File: src/rtl/vlr_pkg.sv
package vlr_pkg;
  localparam int WORD_W  = 32;
  localparam int LOW_W   = 13;
  localparam int IDX_W   = 4;
  localparam int EOI_BIT = 9;

  typedef enum logic [1:0] {
    ST_INV  = 2'b00,
    ST_PEND = 2'b01,
    ST_ACT  = 2'b10,
    ST_PACT = 2'b11
  } lr_state_e;

  typedef enum logic {
    OP_ACK   = 1'b0,
    OP_DEACT = 1'b1
  } lc_op_e;

  typedef struct packed {
    lr_state_e        st;
    logic             hw;
    logic             grp;
    logic [7:0]       prio;
    logic [LOW_W-1:0] low;
  } lr_entry_t;
endpackage

File: src/rtl/vlr_entry.sv
module vlr_entry
  import vlr_pkg::*;
#(
  parameter int PRIO_BITS = 5
) (
  input  logic      clk,
  input  logic      rst,
  input  logic      wr_hit,
  input  lr_entry_t wr_ent,
  input  logic      lc_hit,
  input  lc_op_e    lc_op,
  output lr_entry_t ent
);
  localparam logic [7:0] PRIO_MASK = 8'hFF << (8 - PRIO_BITS);

  always_ff @(posedge clk) begin
    if (rst) begin
      ent <= '0;
    end else if (wr_hit) begin
      ent.st   <= wr_ent.st;
      ent.hw   <= wr_ent.hw;
      ent.grp  <= wr_ent.grp;
      ent.prio <= wr_ent.prio & PRIO_MASK;
      ent.low  <= wr_ent.low;
    end else if (lc_hit) begin
      if (lc_op == OP_ACK) begin
        if (ent.st[0]) ent.st <= ST_ACT;
      end else begin
        ent.st <= lr_state_e'({1'b0, ent.st[0]});
      end
    end
  end

  a_r1_reset_clears: assert property (@(posedge clk) rst |=> ent == '0);
  a_r6_ack_to_active: assert property (@(posedge clk) disable iff (rst)
    (lc_hit && !wr_hit && lc_op == OP_ACK && ent.st[0]) |=> ent.st == ST_ACT);
  a_r7_deact_clears_active: assert property (@(posedge clk) disable iff (rst)
    (lc_hit && !wr_hit && lc_op == OP_DEACT) |=> !ent.st[1]);
  a_r10_write_wins: assert property (@(posedge clk) disable iff (rst)
    wr_hit |=> (ent.st == $past(wr_ent.st)) && (ent.hw == $past(wr_ent.hw)));
endmodule

File: src/rtl/vlr_select.sv
module vlr_select
  import vlr_pkg::*;
#(
  parameter int N_ENTRIES = 4
) (
  input  logic      clk,
  input  logic      rst,
  input  lr_entry_t ents [N_ENTRIES],
  input  logic      grp0_en,
  input  logic      grp1_en,
  input  logic      fiq_en,
  output logic      vint_irq,
  output logic      vint_fiq
);
  logic       found;
  logic [7:0] best_prio;
  logic       best_grp;
  logic       any_pend;

  always_comb begin
    found     = 1'b0;
    best_prio = '1;
    best_grp  = 1'b0;
    for (int i = 0; i < N_ENTRIES; i++) begin
      if (ents[i].st[0] && (ents[i].grp ? grp1_en : grp0_en) &&
          (!found || ents[i].prio < best_prio)) begin
        found     = 1'b1;
        best_prio = ents[i].prio;
        best_grp  = ents[i].grp;
      end
    end
  end

  always_comb begin
    any_pend = 1'b0;
    for (int i = 0; i < N_ENTRIES; i++) any_pend = any_pend | ents[i].st[0];
  end

  always_ff @(posedge clk) begin
    if (rst) begin
      vint_irq <= 1'b0;
      vint_fiq <= 1'b0;
    end else begin
      vint_irq <= found && (best_grp || !fiq_en);
      vint_fiq <= found && !best_grp && fiq_en;
    end
  end

  a_r8_one_line: assert property (@(posedge clk) disable iff (rst)
    $onehot0({vint_irq, vint_fiq}));
  a_r9_quiet_without_pending: assert property (@(posedge clk) disable iff (rst)
    !any_pend |=> !(vint_irq || vint_fiq));
endmodule

File: src/rtl/vlr_deact.sv
module vlr_deact
  import vlr_pkg::*;
(
  input  logic             clk,
  input  logic             rst,
  input  logic             lc_fire,
  input  lc_op_e           lc_op,
  input  lr_entry_t        sel,
  output logic             dir_valid,
  output logic [LOW_W-1:0] dir_pintid,
  output logic             eoi_maint
);
  logic retire;
  assign retire = lc_fire && (lc_op == OP_DEACT) && sel.st[1];

  always_ff @(posedge clk) begin
    if (rst) begin
      dir_valid  <= 1'b0;
      dir_pintid <= '0;
      eoi_maint  <= 1'b0;
    end else begin
      dir_valid  <= retire && sel.hw;
      dir_pintid <= (retire && sel.hw) ? sel.low : '0;
      eoi_maint  <= retire && !sel.hw && sel.low[EOI_BIT];
    end
  end

  a_r7_paths_exclusive: assert property (@(posedge clk) disable iff (rst)
    !(dir_valid && eoi_maint));
  a_r7_pulse_has_cause: assert property (@(posedge clk) disable iff (rst)
    (dir_valid || eoi_maint) |-> $past(lc_fire && lc_op == OP_DEACT));
endmodule

File: src/rtl/vlr_bank.sv
module vlr_bank
  import vlr_pkg::*;
#(
  parameter int N_ENTRIES = 4,
  parameter int PRIO_BITS = 5
) (
  input  logic              clk,
  input  logic              rst,
  input  logic              wr_en,
  input  logic [IDX_W-1:0]  wr_idx,
  input  logic [WORD_W-1:0] wr_data,
  input  logic [IDX_W-1:0]  rd_idx,
  output logic [WORD_W-1:0] rd_data,
  input  logic              lc_valid,
  input  logic              lc_op,
  input  logic [IDX_W-1:0]  lc_idx,
  input  logic              grp0_en,
  input  logic              grp1_en,
  input  logic              fiq_en,
  output logic              vint_irq,
  output logic              vint_fiq,
  output logic              dir_valid,
  output logic [LOW_W-1:0]  dir_pintid,
  output logic              eoi_maint
);
  localparam logic [LOW_W-1:0] EOI_MASK = LOW_W'(1) << EOI_BIT;

  lr_entry_t ents [N_ENTRIES];
  lr_entry_t wr_ent;
  lr_entry_t lc_sel;
  logic      wr_ok, lc_ok, collide, lc_fire;
  logic [WORD_W-1:0] rd_word;
  logic      unused_rsvd;

  assign unused_rsvd = ^{wr_data[27:24], wr_data[15:13]};

  assign wr_ent.st   = lr_state_e'(wr_data[31:30]);
  assign wr_ent.hw   = wr_data[29];
  assign wr_ent.grp  = wr_data[28];
  assign wr_ent.prio = wr_data[23:16];
  assign wr_ent.low  = wr_data[12:0];

  assign wr_ok   = wr_en && (32'(wr_idx) < N_ENTRIES);
  assign lc_ok   = lc_valid && (32'(lc_idx) < N_ENTRIES);
  assign collide = wr_ok && (wr_idx == lc_idx);
  assign lc_fire = lc_ok && !collide;

  for (genvar g = 0; g < N_ENTRIES; g++) begin : g_ent
    vlr_entry #(.PRIO_BITS(PRIO_BITS)) ent_i (
      .clk    (clk),
      .rst    (rst),
      .wr_hit (wr_ok && (32'(wr_idx) == g)),
      .wr_ent (wr_ent),
      .lc_hit (lc_fire && (32'(lc_idx) == g)),
      .lc_op  (lc_op_e'(lc_op)),
      .ent    (ents[g])
    );
  end

  function automatic logic [WORD_W-1:0] pack_word(input lr_entry_t e);
    logic [LOW_W-1:0] low_vis;
    low_vis = e.hw ? e.low : (e.low & EOI_MASK);
    return {e.st, e.hw, e.grp, 4'b0, e.prio, 3'b0, low_vis};
  endfunction

  always_comb begin
    rd_word = '0;
    lc_sel  = '0;
    for (int i = 0; i < N_ENTRIES; i++) begin
      if (32'(rd_idx) == i) rd_word = pack_word(ents[i]);
      if (32'(lc_idx) == i) lc_sel = ents[i];
    end
  end

  always_ff @(posedge clk) begin
    if (rst) rd_data <= '0;
    else     rd_data <= rd_word;
  end

  vlr_select #(.N_ENTRIES(N_ENTRIES)) sel_i (
    .clk      (clk),
    .rst      (rst),
    .ents     (ents),
    .grp0_en  (grp0_en),
    .grp1_en  (grp1_en),
    .fiq_en   (fiq_en),
    .vint_irq (vint_irq),
    .vint_fiq (vint_fiq)
  );

  vlr_deact deact_i (
    .clk        (clk),
    .rst        (rst),
    .lc_fire    (lc_fire),
    .lc_op      (lc_op_e'(lc_op)),
    .sel        (lc_sel),
    .dir_valid  (dir_valid),
    .dir_pintid (dir_pintid),
    .eoi_maint  (eoi_maint)
  );

  a_r5_no_pulse_out_of_range: assert property (@(posedge clk) disable iff (rst)
    (lc_valid && !lc_ok) |=> !(dir_valid || eoi_maint));
  a_r10_collision_silent: assert property (@(posedge clk) disable iff (rst)
    collide |=> !(dir_valid || eoi_maint));
endmodule

File: config.mk
export PLATFORM = sky130hd
export DESIGN_NAME = vlr_bank
export DESIGN_NICKNAME = d
export VERILOG_FILES = /design/src/rtl/vlr_pkg.sv /design/src/rtl/vlr_entry.sv /design/src/rtl/vlr_select.sv /design/src/rtl/vlr_deact.sv /design/src/rtl/vlr_bank.sv
export SDC_FILE = /design/constraint.sdc
export NUM_CORES = 1
export LEC_CHECK = 0
export BUFFER_PORTS_ARGS = -buffer_cell sky130_fd_sc_hd__buf_2
export CAP_MARGIN = 20
export CORE_ASPECT_RATIO = 1.5
export CORE_MARGIN = 2
export CORE_UTILIZATION = 50
export CTS_CLUSTER_DIAMETER = 60
export DETAILED_ROUTE_END_ITERATION = 8
export GPL_TIMING_DRIVEN = 0
export PLACE_DENSITY_LB_ADDON = 0.15
export SLEW_MARGIN = 10
export SYNTH_ARGS = -nofsm -noshare
export SYNTH_HDL_FRONTEND = slang
export SYNTH_SLANG_ARGS = --single-unit
export TNS_END_PERCENT = 1
File: constraint.sdc
create_clock -name clk -period 4.85 [get_ports clk]
set_input_delay 0.485 -clock clk [delete_from_list [all_inputs] [get_ports clk]]
set_output_delay 0.485 -clock clk [all_outputs]
set_load 0.01 [all_outputs]
---- After elaboration in Yosys (flattened, before gate mapping) ----
Index checks and enable logic that the tools add are counted.
word-level totals
  register bits after elaboration ......... 137
  latch bits .............................. 0
  bits in writable memories ............... 0
  memory bits (read-only) ................. 0
  bits of input ports ..................... 52
  output and inout bits ................... 49
  logic and storage cells ................. 154
  memories kept ........................... 0
operators by class
  $add $sub $neg .......................... 0
  multiply operators ...................... 0
  divide/modulo/power cells ............... 0
  magnitude comparators ................... 5
  eq/ne operators ......................... 14
  shift-type cells ........................ 0
  muxes and demuxes ....................... 43
  bitwise operators ....................... 1
  reductions and logical operators ........ 59
operators with widths
  cell                                                                           count
  32-bit 2-to-1 mux                                                              4
  25-bit 2-to-1 mux                                                              4
  13-bit 2-to-1 mux                                                              4
  2-bit 2-to-1 mux                                                               16
  1-bit logical AND                                                              27
  4-bit by 2-bit equality test with 1-bit output (second input constant)         6
  8-bit less-than comparator                                                     3
  8-bit 2-to-1 mux                                                               3
  2-bit AND reduction                                                            8
  4-bit by 1-bit equality test with 1-bit output (second input constant)         3
  4-bit logical NOT                                                              3
  1-bit 2-to-1 mux                                                               12
  3-bit nonzero test                                                             4
  4-bit by 3-bit less-than comparator with 1-bit output (second input constant)  2
  2-bit by 1-bit inequality test with 1-bit output (second input constant)       4
  2-bit nonzero test                                                             4
  1-bit logical NOT                                                              7
  4-bit equality test                                                            1
  1-bit logical OR                                                               4
  4-bit OR reduction                                                             1
  2-bit OR reduction                                                             1
  1-bit NOT                                                                      1

---- Logic depth before layout (Yosys ltp) ----
  depth after elaboration ................. 18
  gate-level depth with buffers ........... 23

---- Cells and area by module ----
A second synthesis with hierarchy kept.
second synthesis, totals
  cells, all modules ...................... 724
  area, all modules ....................... 7,243.2 um^2
by module, submodules not included
  module      instances  cells an instance  area each (um^2)
  vlr_entry   4          79                 852.1
  vlr_bank    1          231                2,319.7
  vlr_select  1          143                1,059.8
  vlr_deact   1          34                 455.4

---- Least setup slack after synthesis ----
Ideal clock, no wire load.
  kind .................................... input -> register
  start ................................... in grp1_en
  end ..................................... reg sel_i.vint_irq
  setup time .............................. 0.116 ns
  arrival ................................. 4.601 ns
  data required time ...................... 4.734 ns
  path slack .............................. 0.133 ns
  cell stages on the path ................. 23
  buffers on the path ..................... 1
  cell sequence ........................... mux2_2 nand2_1 nor2_1 ha_1 o21ai_0 a221oi_2 a21oi_1 a2bb2oi_2 o22ai_1 ha_1 nor4_1 a22oi_1 a21oi_1 clkbuf_1 nand2_1 o21a_1 ha_1 o211ai_1 a21oi_1 nor4bb_1 o21ba_2 o21ai_0 and3b_1
on the way
  longest elaborated chain between the ends .. 17
RTL lines
  element                                                          line              text
  start, declared                                                  vlr_bank.sv:18    input logic grp1_en,
  1-bit 2-to-1 mux                                                 vlr_select.sv:25  if (ents[i].st[0] && (ents[i].grp ? grp1_en : grp0_en) &&
  1-bit logical AND                                                vlr_select.sv:25
  8-bit 2-to-1 mux or 1-bit 2-to-1 mux (tied branches)             vlr_select.sv:25
  8-bit less-than comparator or 1-bit logical NOT (tied branches)  vlr_select.sv:26  (!found || ents[i].prio < best_prio)) begin
  1-bit logical OR                                                 vlr_select.sv:26
  1-bit logical AND                                                vlr_select.sv:25
  8-bit 2-to-1 mux or 1-bit 2-to-1 mux (tied branches)             vlr_select.sv:25
  8-bit less-than comparator or 1-bit logical NOT (tied branches)  vlr_select.sv:26
  1-bit logical OR                                                 vlr_select.sv:26
  1-bit logical AND                                                vlr_select.sv:25
  8-bit 2-to-1 mux or 1-bit 2-to-1 mux (tied branches)             vlr_select.sv:25
  8-bit less-than comparator or 1-bit logical NOT (tied branches)  vlr_select.sv:26
  1-bit logical OR                                                 vlr_select.sv:26
  1-bit logical AND                                                vlr_select.sv:25
  1-bit 2-to-1 mux                                                 vlr_select.sv:25
  1-bit logical OR                                                 vlr_select.sv:44  vint_irq <= found && (best_grp || !fiq_en);
  1-bit logical AND *                                              vlr_select.sv:44
  end signal, assigned                                             vlr_select.sv:44
  end, declared                                                    vlr_select.sv:12  output logic vint_irq,
Mark *: on every way between the ends. The rest lies on a longest branch, timed or not.
A chain may end at the register's enable or synchronous reset.

---- Worst setup path after layout ----
  start ................................... reg g_ent[0].ent_i.ent[21] in the netlist's numbering
  end ..................................... reg sel_i.vint_irq
on the way
  longest elaborated chain between the ends .. 17
RTL lines
  element                                                          line              text
  start, declared                                                  vlr_entry.sv:12   output lr_entry_t ent
  1-bit 2-to-1 mux                                                 vlr_select.sv:25
  1-bit logical AND                                                vlr_select.sv:25
  8-bit 2-to-1 mux or 1-bit 2-to-1 mux (tied branches)             vlr_select.sv:25
  8-bit less-than comparator or 1-bit logical NOT (tied branches)  vlr_select.sv:26
  1-bit logical OR                                                 vlr_select.sv:26
  1-bit logical AND                                                vlr_select.sv:25
  8-bit 2-to-1 mux or 1-bit 2-to-1 mux (tied branches)             vlr_select.sv:25
  8-bit less-than comparator or 1-bit logical NOT (tied branches)  vlr_select.sv:26
  1-bit logical OR                                                 vlr_select.sv:26
  1-bit logical AND                                                vlr_select.sv:25
  8-bit 2-to-1 mux or 1-bit 2-to-1 mux (tied branches)             vlr_select.sv:25
  8-bit less-than comparator or 1-bit logical NOT (tied branches)  vlr_select.sv:26
  1-bit logical OR                                                 vlr_select.sv:26
  1-bit logical AND                                                vlr_select.sv:25
  1-bit 2-to-1 mux                                                 vlr_select.sv:25
  1-bit logical OR                                                 vlr_select.sv:44
  1-bit logical AND *                                              vlr_select.sv:44
Marks and branches as above.

==> key figures <==
STA
  • Worst Skew: about 0.0065 ns
  • Count of final setup violators: 0
  • Relative slew margins: between 40% and 50%
  • F_max: ~210 MHz
  • Final period util: 97.3%
  • Final hold vios: 0
  • Setup_tns: 0 ns
  • Worst-margin pin slew: roughly 0.80 ns
  • Slew Viols, Final: 0
  • Min Hold Slack: roughly 0.34 ns
  • Minimum clock period: 4.72 ns
  • RSZ-0062 raised after global routing: true
  • Fin worst setup slack: roughly 0.13 ns

Route
  • Routed vias: around 6000
  • Detailed Routing Iterations Pass 1: 8
  • WL met1: between 6000 and 7000 µm
  • Routed vias/inst: roughly 6
  • Max Used Layer: met4
  • Metal3 WL: ~1500 µm
  • Final wirelength: 18900 µm
  • DRC: 0
  • Iter 0 DRT Violations: 586
  • Routed WL per cell: approximately 19 µm
  • Antenna-violating nets left: 0
  • Met2 WL: roughly 9900 µm

Finish
  • Final nets: 896
  • Final Non-Filler Cells: 994
  • Multi-input logic area: 0.00318 mm²
  • Util after Layout: around 64%
  • Ant diodes: 0
  • Final-layout fill cell count: 1009
  • Layout cells sized above 1: 22.6%
  • Final cell area excluding filler cells: 0.00724 mm²
  • Area Overhead vs Synth: 26.0%
  • Register Area: approximately 0.0025 mm²

Pwr
  • Power Dens Cells: roughly 340 mW/mm²
  • Pleak: ~2.7 nW
  • Power share of the clock group: 50.8%
  • Comb power frac: 5.7%
  • Peak supply drop: about 0.00028 V
  • P_int: roughly 1.8 mW
  • Net Sw Frac: around 24%
  • Reg power frac: 43.5%
  • Tot Pwr: 2.44 mW
  • Net switching power: between 0.5 and 0.6 mW

Synthesis
  • Mapped Cells: between 700 and 800
  • Top cells by area, synth: dfxtp_1 44%, nand2_1 13%, a21oi_1 11%, a22oi_1 4.6%, ha_1 2.8%
  • Primary FF master, synth: dfxtp_1
  • Post-synth EDFFs: 0
  • Yosys warning count: 0
  • Post-synth top area cell: dfxtp_1
  • Register area share after synthesis: between 40% and 50%
  • Post-Syn Area: about 0.0057 mm²
  • Area share of the leading cell type in the synthesized netlist: 44.2%
  • Fraction of registers with async set/reset: 0%
  • Avg Inst Size Synth: roughly 8.0 µm²
  • Post-synthesis sequential element count: roughly 130
  • Distinct cell type count after synthesis: 52

GRT
  • Initial antenna violation count: 0
  • Global-route usage over all layers: between 30% and 40%
  • Gr ovfl total: 0
  • First-pass GRT wire length: just under 30000 µm
  • Vias in the first global route: slightly below 6000
  • Largest net degree at the start of global routing: 17

Floorplan
  • IO Count: ~100
  • Die width: around 90 µm
  • Core area: approximately 0.011 mm²
  • Total die area: between 0.01 and 0.015 mm²
  • Die height: 135 µm
  • Initial Util: approximately half
  • # rows: 48

Flow run
  • Max-Cap Viols: 0

Place
  • Placed cell area: ~0.0063 mm²
  • Pre-CTS setup slack: -1.05 ns
  • GP Congestion: between 0.8 and 0.9
  • Placed Cells: ~950
  • DP HPWL: roughly 13000 µm
  • Buffers added on ports: 76

Critical path
  • Data arrival time of the worst path: about 5.0 ns
  • Reg2reg start: g_ent[0].ent_i.ent[21]
  • WS Path Type: reg2reg
  • Crit-path max FO: 5
  • Worst EP required: a little over 5 ns
  • Reg2reg setup slack: 0.13 ns
  • Path depth of the worst reg2reg path: 24
  • Setup crit end kind: register
  • CP Launch Type: register
  • Worst r2r dst: sel_i.vint_irq

Hold path
  • Worst min-delay path startpoint: wr_data[4]
  • Hold Path End: g_ent[3].ent_i.ent[4]
  • Hold WC Path Type: in2reg
  • Min-Delay Path Depth: 3

Clocking
  • Clock transition at path regs: 0.06 ns
  • Root Driver: clkbuf_16
  • TritonCTS clock tree: done
  • Htree depth: 4
  • CTS max path bufs: 2
  • # clock sinks: approximately 130
  • # hold bufs at CTS: 0
  • Clock buffer count from CTS: 17
  • Clock Latency Late Sink: around 0.42 ns

Outcome
  • Status: finished clean
==> cell type report <==
class / instances / share of cell area (%)
clock inverters: 12 / 1.54
repair buffers: 86 / 6.29
inverters: 5 / 0.259
plain buffers: 57 / 3.77
well taps: 150 / 2.59
clock buffers: 20 / 6.44
multi-input cells: 537 / 43.9
flip-flops and latches: 127 / 35.2
==> critical path, cell delays in order (launching register included) <==
cell and delay [ns]:
dfxtp_4 0.36, mux2_4 0.34, nand2_8 0.11, nor2_4 0.04
ha_4 0.27, o21ai_2 0.05, a221oi_2 0.32, a21oi_4 0.13
a2bb2oi_4 0.21, o22ai_1 0.20, ha_2 0.31, o21ai_2 0.16
a22oi_2 0.13, a21oi_2 0.22, clkbuf_8 0.19, nand2_2 0.05
o21a_1 0.11, ha_1 0.28, o211ai_1 0.19, a21oi_2 0.10
nor4bb_2 0.28, buf_4 0.19, o21ba_4 0.13, o21ai_2 0.06
and3b_1 0.16
==> worst max path at each step <==
stage / startpoint / to / slack (ns) / cells after the start
floorplan: grp1_en / sel_i.vint_irq / 0.13 / 23
global placement: grp1_en / sel_i.vint_irq / -0.91 / 24
detailed placement: grp1_en / sel_i.vint_irq / -1.05 / 24
CTS: g_ent[0].ent_i.ent[21] / sel_i.vint_irq / 0.003 / 24
global route: g_ent[0].ent_i.ent[21] / sel_i.vint_irq / -0.13 / 24
finish: g_ent[0].ent_i.ent[21] / sel_i.vint_irq / 0.13 / 24
==> cells in the final DEF (no fill, tap or decap), types with 12 or more instances in the layout <==
cell type	netlist	final
nand2_1	199	197
a22oi_1	35	34
a222oi_1	12	12
dfxtp_1	127	125
buf_4	11	20
clkbuf_1	41	39
a21oi_1	121	118
buf_2	6	82
nor2_1	29	25
clkbuf_16	0	17
==> what timing repair did <==
action / in CTS / in global routing
endpoints found under the hold margin: 0 / 0
pin swaps: 13 / 24
setup endpoints to repair: 2 / 2
gates cloned: 1 / 0
buffers inserted: 6 / 3
gates resized for setup: 26 / 31
==> layer usage <==
metal  global-route usage [%]  vias up
li1                         -     2740
met4                     19.6        0
met1                     31.5     2741
met3                     6.01       86
met5                        0        -
met2                     55.5      349
==> synthesized netlist by cell type, drive strengths merged (2+ instances only) <==
master / instances
nor3b: 3
o21bai: 2
a21oi: 121
nand3: 5
o21ai: 17
a2bb2oi: 2
and2: 2
and3b: 3
mux2i: 4
inv: 5
a211oi: 2
buf: 17
nor4: 3
ha: 13
nor3: 5
nand2: 201
or3: 3
a222oi: 12
a22oi: 35
a22o: 8
nor2: 29
o211ai: 5
xor2: 2
o221ai: 5
nor2b: 2
clkbuf: 41
or2: 3
o21a: 6
mux2: 11
and3: 8
o22ai: 6
dfxtp: 127
==> sequential cells by signal, indices dropped and copies added (netlist names) <==
name                cells
sel_i.vint_fiq          1
deact_i.dir_valid       1
deact_i.eoi_maint       1
g_ent.ent_i.ent        88
sel_i.vint_irq          1
rd_data                22
deact_i.dir_pintid     13
==> power groups by stage <==
| stage | Clock (mW) | Sequential, mW | Combinational [mW] |
|---|---|---|---|
| floorplan | 0 | 1.08 | 0.0732 |
| global placement | 0 | 1.08 | 0.127 |
| detailed placement | 0 | 1.08 | 0.130 |
| CTS | 1.23 | 1.06 | 0.133 |
| global route | 1.29 | 1.06 | 0.149 |
| finish | 1.24 | 1.06 | 0.139 |
==> cell families after synthesis <==
kind of cell	after synthesis	synth area share (%)
AND/OR/NAND/NOR	273	20.2
flip-flops	127	44.2
XOR/XNOR	2	0.305
multiplexers	15	2.85
AO/OA/AOI/OAI	224	24.6
buffers and inverters	63	4.96
adder cells (fa/ha/maj)	13	2.83
other	1	0.0652
Power figures use the tool's default switching activity.
